--- src/rtl/atm_tc_pkg.sv ---
package atm_tc_pkg;

  localparam logic [7:0] HEC_POLY = 8'h07;

  typedef struct packed {
    logic scram;
    logic coset;
    logic unassigned;
  } tc_cfg_t;

  // one byte of CRC-8 (x^8+x^2+x+1), MSB first
  function automatic logic [7:0] crc8_step(input logic [7:0] crc_in, input logic [7:0] d);
    logic [7:0] r;
    r = crc_in;
    for (int i = 7; i >= 0; i--) begin
      if (r[7] ^ d[i]) r = {r[6:0], 1'b0} ^ HEC_POLY;
      else             r = {r[6:0], 1'b0};
    end
    return r;
  endfunction

endpackage

--- src/rtl/atm_tc_cell_buf.sv ---
module atm_tc_cell_buf #(
  parameter int CELL_BYTES = 53,
  parameter int NUM_SLOTS  = 2,
  localparam int IDX_W  = $clog2(CELL_BYTES),
  localparam int SLOT_W = (NUM_SLOTS > 1) ? $clog2(NUM_SLOTS) : 1,
  localparam int DEPTH  = NUM_SLOTS << IDX_W
) (
  input  logic             clk,
  input  logic             rst,
  input  logic             wr_valid,
  input  logic             wr_sop,
  input  logic [7:0]       wr_data,
  output logic             wr_ready,
  input  logic             rd_en,
  input  logic [IDX_W-1:0] rd_idx,
  input  logic             rd_release,
  output logic             rd_avail,
  output logic [7:0]       rd_q
);

  localparam logic [IDX_W-1:0]  LAST_IDX  = IDX_W'(CELL_BYTES - 1);
  localparam logic [SLOT_W-1:0] LAST_SLOT = SLOT_W'(NUM_SLOTS - 1);

  logic [7:0]           mem [DEPTH];
  logic [NUM_SLOTS-1:0] full_q;
  logic [SLOT_W-1:0]    wr_slot_q, rd_slot_q;
  logic [IDX_W-1:0]     wr_idx_q;
  logic                 open_q;

  logic                 accept, wr_en, wr_done;
  logic [IDX_W-1:0]     wr_pos;

  assign wr_ready = ~full_q[wr_slot_q];
  assign rd_avail = full_q[rd_slot_q];
  assign accept   = wr_valid & wr_ready;
  assign wr_en    = accept & (wr_sop | open_q);
  assign wr_pos   = wr_sop ? '0 : wr_idx_q;
  assign wr_done  = wr_en & (wr_pos == LAST_IDX);

  // simple dual-port RAM, registered read
  always_ff @(posedge clk) begin
    if (wr_en) mem[{wr_slot_q, wr_pos}] <= wr_data;
    if (rd_en) rd_q <= mem[{rd_slot_q, rd_idx}];
  end

  always_ff @(posedge clk) begin
    if (rst) begin
      wr_idx_q  <= '0;
      wr_slot_q <= '0;
      open_q    <= 1'b0;
    end else if (wr_en) begin
      if (wr_done) begin
        wr_idx_q  <= '0;
        open_q    <= 1'b0;
        wr_slot_q <= (wr_slot_q == LAST_SLOT) ? '0 : wr_slot_q + 1'b1;
      end else begin
        wr_idx_q <= wr_pos + 1'b1;
        open_q   <= 1'b1;
      end
    end
  end

  always_ff @(posedge clk) begin
    if (rst) begin
      full_q    <= '0;
      rd_slot_q <= '0;
    end else begin
      if (wr_done) full_q[wr_slot_q] <= 1'b1;
      if (rd_release) begin
        full_q[rd_slot_q] <= 1'b0;
        rd_slot_q <= (rd_slot_q == LAST_SLOT) ? '0 : rd_slot_q + 1'b1;
      end
    end
  end

endmodule

--- src/rtl/atm_tc_octet_proc.sv ---
module atm_tc_octet_proc
  import atm_tc_pkg::*;
#(
  parameter int         CELL_BYTES = 53,
  parameter int         HDR_BYTES  = 4,
  parameter int         SCR_LEN    = 43,
  parameter logic [7:0] COSET_BYTE = 8'h55,
  parameter logic [7:0] FILL_BYTE  = 8'h6A,
  localparam int IDX_W = $clog2(CELL_BYTES)
) (
  input  logic             clk,
  input  logic             rst,
  input  logic             in_valid,
  input  logic [IDX_W-1:0] in_idx,
  input  logic             in_user,
  input  tc_cfg_t          in_cfg,
  input  logic [7:0]       in_q,
  input  logic             loop_en,
  output logic [7:0]       line_data,
  output logic             line_valid,
  output logic             line_soc,
  output logic             lb_valid,
  output logic [7:0]       lb_data
);

  localparam logic [IDX_W-1:0] HEC_IDX = IDX_W'(HDR_BYTES);

  logic [7:0]         crc_q, crc_next, raw, scr, out_byte;
  logic [SCR_LEN-1:0] hist_q, hist_w;
  logic               is_hdr, is_hec, is_pay;

  assign is_hdr = in_idx < HEC_IDX;
  assign is_hec = in_idx == HEC_IDX;
  assign is_pay = ~is_hdr & ~is_hec;

  always_comb begin
    if (in_user)     raw = in_q;
    else if (is_hdr) raw = {7'd0, (in_idx == HEC_IDX - 1'b1) & ~in_cfg.unassigned};
    else             raw = FILL_BYTE;
  end

  assign crc_next = crc8_step((in_idx == '0) ? 8'h00 : crc_q, raw);

  always_comb begin
    hist_w = hist_q;
    scr    = '0;
    for (int i = 7; i >= 0; i--) begin
      scr[i] = raw[i] ^ hist_w[SCR_LEN-1];
      hist_w = {hist_w[SCR_LEN-2:0], scr[i]};
    end
  end

  always_comb begin
    if (is_hdr)      out_byte = raw;
    else if (is_hec) out_byte = crc_q ^ (in_cfg.coset ? COSET_BYTE : 8'h00);
    else             out_byte = in_cfg.scram ? scr : raw;
  end

  always_ff @(posedge clk) begin
    if (rst) begin
      crc_q      <= '0;
      hist_q     <= '0;
      line_data  <= '0;
      line_valid <= 1'b0;
      line_soc   <= 1'b0;
      lb_valid   <= 1'b0;
      lb_data    <= '0;
    end else begin
      line_valid <= in_valid;
      line_soc   <= in_valid & (in_idx == '0);
      lb_valid   <= in_valid & loop_en;
      lb_data    <= (in_valid & loop_en) ? out_byte : 8'h00;
      if (in_valid) begin
        line_data <= out_byte;
        if (is_hdr) crc_q <= crc_next;
        if (is_pay && in_cfg.scram) hist_q <= hist_w;
      end
    end
  end

endmodule

--- src/rtl/atm_tc_tx_fmt.sv ---
module atm_tc_tx_fmt
  import atm_tc_pkg::*;
#(
  parameter int         CELL_BYTES = 53,
  parameter int         HDR_BYTES  = 4,
  parameter int         NUM_SLOTS  = 2,
  parameter int         SCR_LEN    = 43,
  parameter logic [7:0] COSET_BYTE = 8'h55,
  parameter logic [7:0] FILL_BYTE  = 8'h6A
) (
  input  logic       clk,
  input  logic       rst,
  input  logic       cfg_scram_en,
  input  logic       cfg_coset_en,
  input  logic       cfg_fill_unassigned,
  input  logic       cfg_loop_en,
  input  logic       cell_valid,
  input  logic       cell_sop,
  input  logic [7:0] cell_data,
  output logic       cell_ready,
  input  logic       line_en,
  output logic [7:0] line_data,
  output logic       line_valid,
  output logic       line_soc,
  output logic       lb_valid,
  output logic [7:0] lb_data
);

  localparam int               IDX_W    = $clog2(CELL_BYTES);
  localparam logic [IDX_W-1:0] LAST_IDX = IDX_W'(CELL_BYTES - 1);

  logic [IDX_W-1:0] rd_idx_q, s1_idx;
  logic             cur_user_q, s1_user, s1_valid;
  tc_cfg_t          cur_cfg_q, s1_cfg, cfg_in, cfg_now;
  logic             at_start, last, use_user, rd_avail, rd_release;
  logic [7:0]       rd_q;

  assign cfg_in     = '{scram: cfg_scram_en, coset: cfg_coset_en, unassigned: cfg_fill_unassigned};
  assign at_start   = rd_idx_q == '0;
  assign last       = rd_idx_q == LAST_IDX;
  assign use_user   = at_start ? rd_avail : cur_user_q;
  assign cfg_now    = at_start ? cfg_in : cur_cfg_q;
  assign rd_release = line_en & last & use_user;

  atm_tc_cell_buf #(.CELL_BYTES(CELL_BYTES), .NUM_SLOTS(NUM_SLOTS)) u_buf (
    .clk(clk), .rst(rst),
    .wr_valid(cell_valid), .wr_sop(cell_sop), .wr_data(cell_data), .wr_ready(cell_ready),
    .rd_en(line_en), .rd_idx(rd_idx_q), .rd_release(rd_release),
    .rd_avail(rd_avail), .rd_q(rd_q)
  );

  // cell position sequencer: the user/filler choice and config are fixed at byte 0
  always_ff @(posedge clk) begin
    if (rst) begin
      rd_idx_q   <= '0;
      cur_user_q <= 1'b0;
      cur_cfg_q  <= '0;
      s1_valid   <= 1'b0;
      s1_idx     <= '0;
      s1_user    <= 1'b0;
      s1_cfg     <= '0;
    end else begin
      s1_valid <= line_en;
      if (line_en) begin
        s1_idx     <= rd_idx_q;
        s1_user    <= use_user;
        s1_cfg     <= cfg_now;
        cur_user_q <= use_user;
        cur_cfg_q  <= cfg_now;
        rd_idx_q   <= last ? '0 : rd_idx_q + 1'b1;
      end
    end
  end

  atm_tc_octet_proc #(
    .CELL_BYTES(CELL_BYTES), .HDR_BYTES(HDR_BYTES), .SCR_LEN(SCR_LEN),
    .COSET_BYTE(COSET_BYTE), .FILL_BYTE(FILL_BYTE)
  ) u_proc (
    .clk(clk), .rst(rst),
    .in_valid(s1_valid), .in_idx(s1_idx), .in_user(s1_user), .in_cfg(s1_cfg), .in_q(rd_q),
    .loop_en(cfg_loop_en),
    .line_data(line_data), .line_valid(line_valid), .line_soc(line_soc),
    .lb_valid(lb_valid), .lb_data(lb_data)
  );

endmodule

--- config.mk ---
export PLATFORM = sky130hd
export DESIGN_NAME = atm_tc_tx_fmt
export DESIGN_NICKNAME = d
export VERILOG_FILES = /design/src/rtl/atm_tc_pkg.sv /design/src/rtl/atm_tc_cell_buf.sv /design/src/rtl/atm_tc_octet_proc.sv /design/src/rtl/atm_tc_tx_fmt.sv
export SDC_FILE = /design/constraint.sdc
export NUM_CORES = 1
export LEC_CHECK = 0
export CAP_MARGIN = 20
export CORE_ASPECT_RATIO = 1.25
export CORE_UTILIZATION = 50
export CTS_CLUSTER_DIAMETER = 80
export DETAILED_ROUTE_END_ITERATION = 8
export HOLD_SLACK_MARGIN = 0.12
export PLACE_DENSITY = 0.66
export SLEW_MARGIN = 20
export SYNTH_ARGS = -nofsm -noshare
export SYNTH_HDL_FRONTEND = slang
export SYNTH_SLANG_ARGS = --single-unit
--- constraint.sdc ---
create_clock -name clk -period 3.9 [get_ports clk]
set_input_delay 0.78 -clock clk [delete_from_list [all_inputs] [get_ports clk]]
set_output_delay 0.78 -clock clk [all_outputs]
set_load 0.1 [all_outputs]
==> impl_metrics.csv <==
group,metric,value,unit
critical_path,path_class,"reg -> reg",
clock_tree,cts.sinks,1130,
clock_tree,cts_root_buf,"clkbuf_16",
die,dieArea,0.09000,mm2
sta,max_freq,0.3064,GHz
die,die_w,268.5,um
critical_path,worstPathCellList,"buf_4 -> mux4_2 -> mux4_2 -> mux2i_1 -> o22ai_1 -> or2_1",
critical_path,critical_path.most_common_cell,"mux4_2",
place,place_area,0.04736,mm2
critical_path,max_stage_delay,0.68,ns
final_layout,fillerInstances,6447,
place,io_buffers,36,
grt,grt_pass1_wl,159100,um
yosys,ys_ff_latch,1130,
sta,period_minus_slack,3.263,ns
drt,via_count,23090,
grt,first_global_vias,23670,
place,place.gp.congestion,0.8872,
pwr,irDropWorstVdd,0.0003902,V
yosys,synth_top_area_share,0.6979,
clock_tree,cts_buffer_depth,3,
sta,finalSetupViolCount,0,
drt,avgRoutedWirePerCell,28.22,um
pwr,p_leak,15.99,nW
yosys,synthesis.area,0.04440,mm2
flow_run,drv_cap,0,
clock_tree,cts_resized,0,
die,die_h,335.2,um
yosys,yosys.area.top_type,"edfxtp_1",
drt,vias_per_cell,6.077,
place,dp_worst_setup_slack,0.3844,ns
min_path,hp-start,"u_proc.hist_q[17]",
sta,relSlewSlack,0.3480,
yosys,async_reset_ff_frac,0,
die,ios,37,
drt,final_antenna_net_count,0,
sta,tightestPinTransition,0.9750,ns
drt,drc,0,
yosys,synth_common_cells,"edfxtp_1 (1,032), mux4_2 (288), nor2_1 (203)",
sta,setup_tns,0,ns
grt,use_met1,0.3222,
die,start_util,0.5074,
clock_tree,ctsHoldBuffers,0,
final_layout,fin_area,0.05097,mm2
final_layout,drive_above_1_share,0.2643,
final_layout,multi_input_area,0.01077,mm2
yosys,yosys_warnings,0,
critical_path,crit_required,4.34,ns
critical_path,end_kind,"register",
place,dp.final_hpwl,69470,um
final_layout,seq_area,0.03297,mm2
final_layout,layoutNonFillerInstCount,3799,
grt,met2_usage,0.4169,
pwr,p_per_area,498.1,mW/mm2
place,place_inst,3602,
grt,grt.total_usage,0.2444,
sta,maxSlewViolCount,0,
drt,drt_wl_total,107200,um
grt,met3_usage,0.02904,
clock_tree,clk_pin_slew,0.07,ns
clock_tree,post-cts-setup-buffers,0,
die,row_count,121,
critical_path,cpMaxStageDelayCell,"dfxtp_4",
grt,busiest_layer,"met2",
yosys,yosysMostFrequentCell,"edfxtp_1",
clock_tree,h-tree-depth,3,
min_path,hp-class,"reg -> reg",
critical_path,critPathArrivalTime,3.70,ns
yosys,avgSynthCellArea,19.05,um2
critical_path,cp-start-kind,"register",
yosys,synth_cells,2331,
drt,first_pass_iters,8,
drt,drtIter0Drc,2825,
sta,grt_setup_unrepaired,"false",
outcome,status,"completed",
grt,grt-ovfl-total,0,
die,core-area,0.08751,mm2
yosys,ys.flop_type,"edfxtp_1",
grt,antenna_found_initial,1,
sta,finalHoldViolCount,0,
critical_path,crit_start,"rd_idx_q[1]",
yosys,synth_nets,2352,
critical_path,timing.rr.start,"rd_idx_q[1]",
pwr,p_total,25.38,mW
final_layout,area_growth,14.79,%
final_layout,fin_nets,2560,
yosys,synth_area_leaders,"edfxtp_1 (70%), mux4_2 (15%), dfxtp_1 (4.4%)",
sta,finalCritPeriodShare,0.8367,
sta,worst_slack,0.6368,ns
critical_path,path_max_fanout,22,
clock_tree,cts_tree,"done",
clock_tree,cts_buffers,103,
yosys,synth-edff-count,1032,
sta,finClkSkew,0.03392,ns
yosys,ys_types,63,
grt,grt_max_degree,105,
yosys,yosysSeqAreaShare,0.7421,
clock_tree,clkLatencyLatePin,0.69,ns
## critical path, delay by kind of cell (launching register included)
kind                   cells  cell delay [ns]
muxes                      3             1.47
DFF                        1             0.68
buffers and inverters      1             0.37
and+or+nand+nor            1             0.26
AOI/OAI and AO/OA          1             0.22
## cell families (layout without fill, tap and decap cells)
| group | Yosys count | after routing | synth area share |
|---|---|---|---|
| buffers and inverters | 150 | 449 | 0.01553 |
| adders and majority gates | 4 | 4 | 0.001127 |
| xor gates and xnor gates | 41 | 41 | 0.009215 |
| AOI/OAI and AO/OA | 198 | 198 | 0.02933 |
| other | 0 | 1 | 0 |
| muxes | 343 | 343 | 0.1586 |
| DFF | 1130 | 1130 | 0.7421 |
| and+or+nand+nor | 465 | 465 | 0.04404 |
## through the flow
step / hold WS (ns) / util
floorplan: 0.4321 / -
detailed placement: 0.4438 / 0.5412
CTS: 0.4540 / 0.5824
global route: 0.4685 / 0.5824
global placement: 0.4369 / 0.5412
finish: 0.4520 / 0.5824
## power by group
part | switching [mW] | internal (mW) | total [mW]
Sequential | 0.0512 | 13.2 | 13.3
Clock | 4.44 | 6.20 | 10.6
Combinational | 0.838 | 0.628 | 1.47
Total | 5.33 | 20.1 | 25.4
## metal layers
| metal | vias to the layer above | part of all wire | routed length (um) |
|---|---|---|---|
| li1 | 9806 | - | - |
| met1 | 12220 | 0.39 | 41400 |
| met2 | 872 | 0.52 | 55650 |
| met3 | 191 | 0.060 | 6473 |
| met4 | 0 | 0.034 | 3687 |
| met5 | - | 0 | 0 |
## worst paths after layout
check / endpoint / slack (ns) / cells after the start
worst min register to register: u_proc.hist_q[25] / 0.45 / 2
worst max-delay path: u_buf.rd_q[1] / 0.64 / 6
worst min-delay path: u_proc.hist_q[25] / 0.45 / 2
worst max register to register: u_buf.rd_q[1] / 0.64 / 6
## cell type report
| class | instances | area share |
|---|---|---|
| flip-flops and latches | 1130 | 0.6468 |
| multi-input cells | 1051 | 0.2114 |
| clock buffers | 126 | 0.05597 |
| repair buffers | 242 | 0.04154 |
| well taps | 1168 | 0.02867 |
| clock inverters | 70 | 0.01475 |
| inverters | 11 | 0.0008101 |
| diodes | 1 | 0.00004910 |
## layout by cell type, fill, tap and decap left out, drive strengths merged, types with 20 or more instances in the layout
cell type / count
nand3: 25
dfxtp: 98
clkbuf: 126
clkinv: 41
mux2i: 50
edfxtp: 1032
nor2: 203
buf: 216
nand2: 165
o21ai: 20
mux4: 288
xnor2: 23
clkdlybuf4s50: 26
a21oi: 75
## state kept, by name, summed over array words and instances, names as in the netlist, 3 cells and up
name and flops:
rd_idx_q 6, s1_cfg 3, s1_idx 6, u_buf.mem 1024, u_buf.rd_q 8, u_buf.wr_idx_q 6
u_proc.crc_q 8, u_proc.hist_q 43, u_proc.lb_data 8, u_proc.line_data 8
Note: power is estimated with default switching activity, not from simulation.
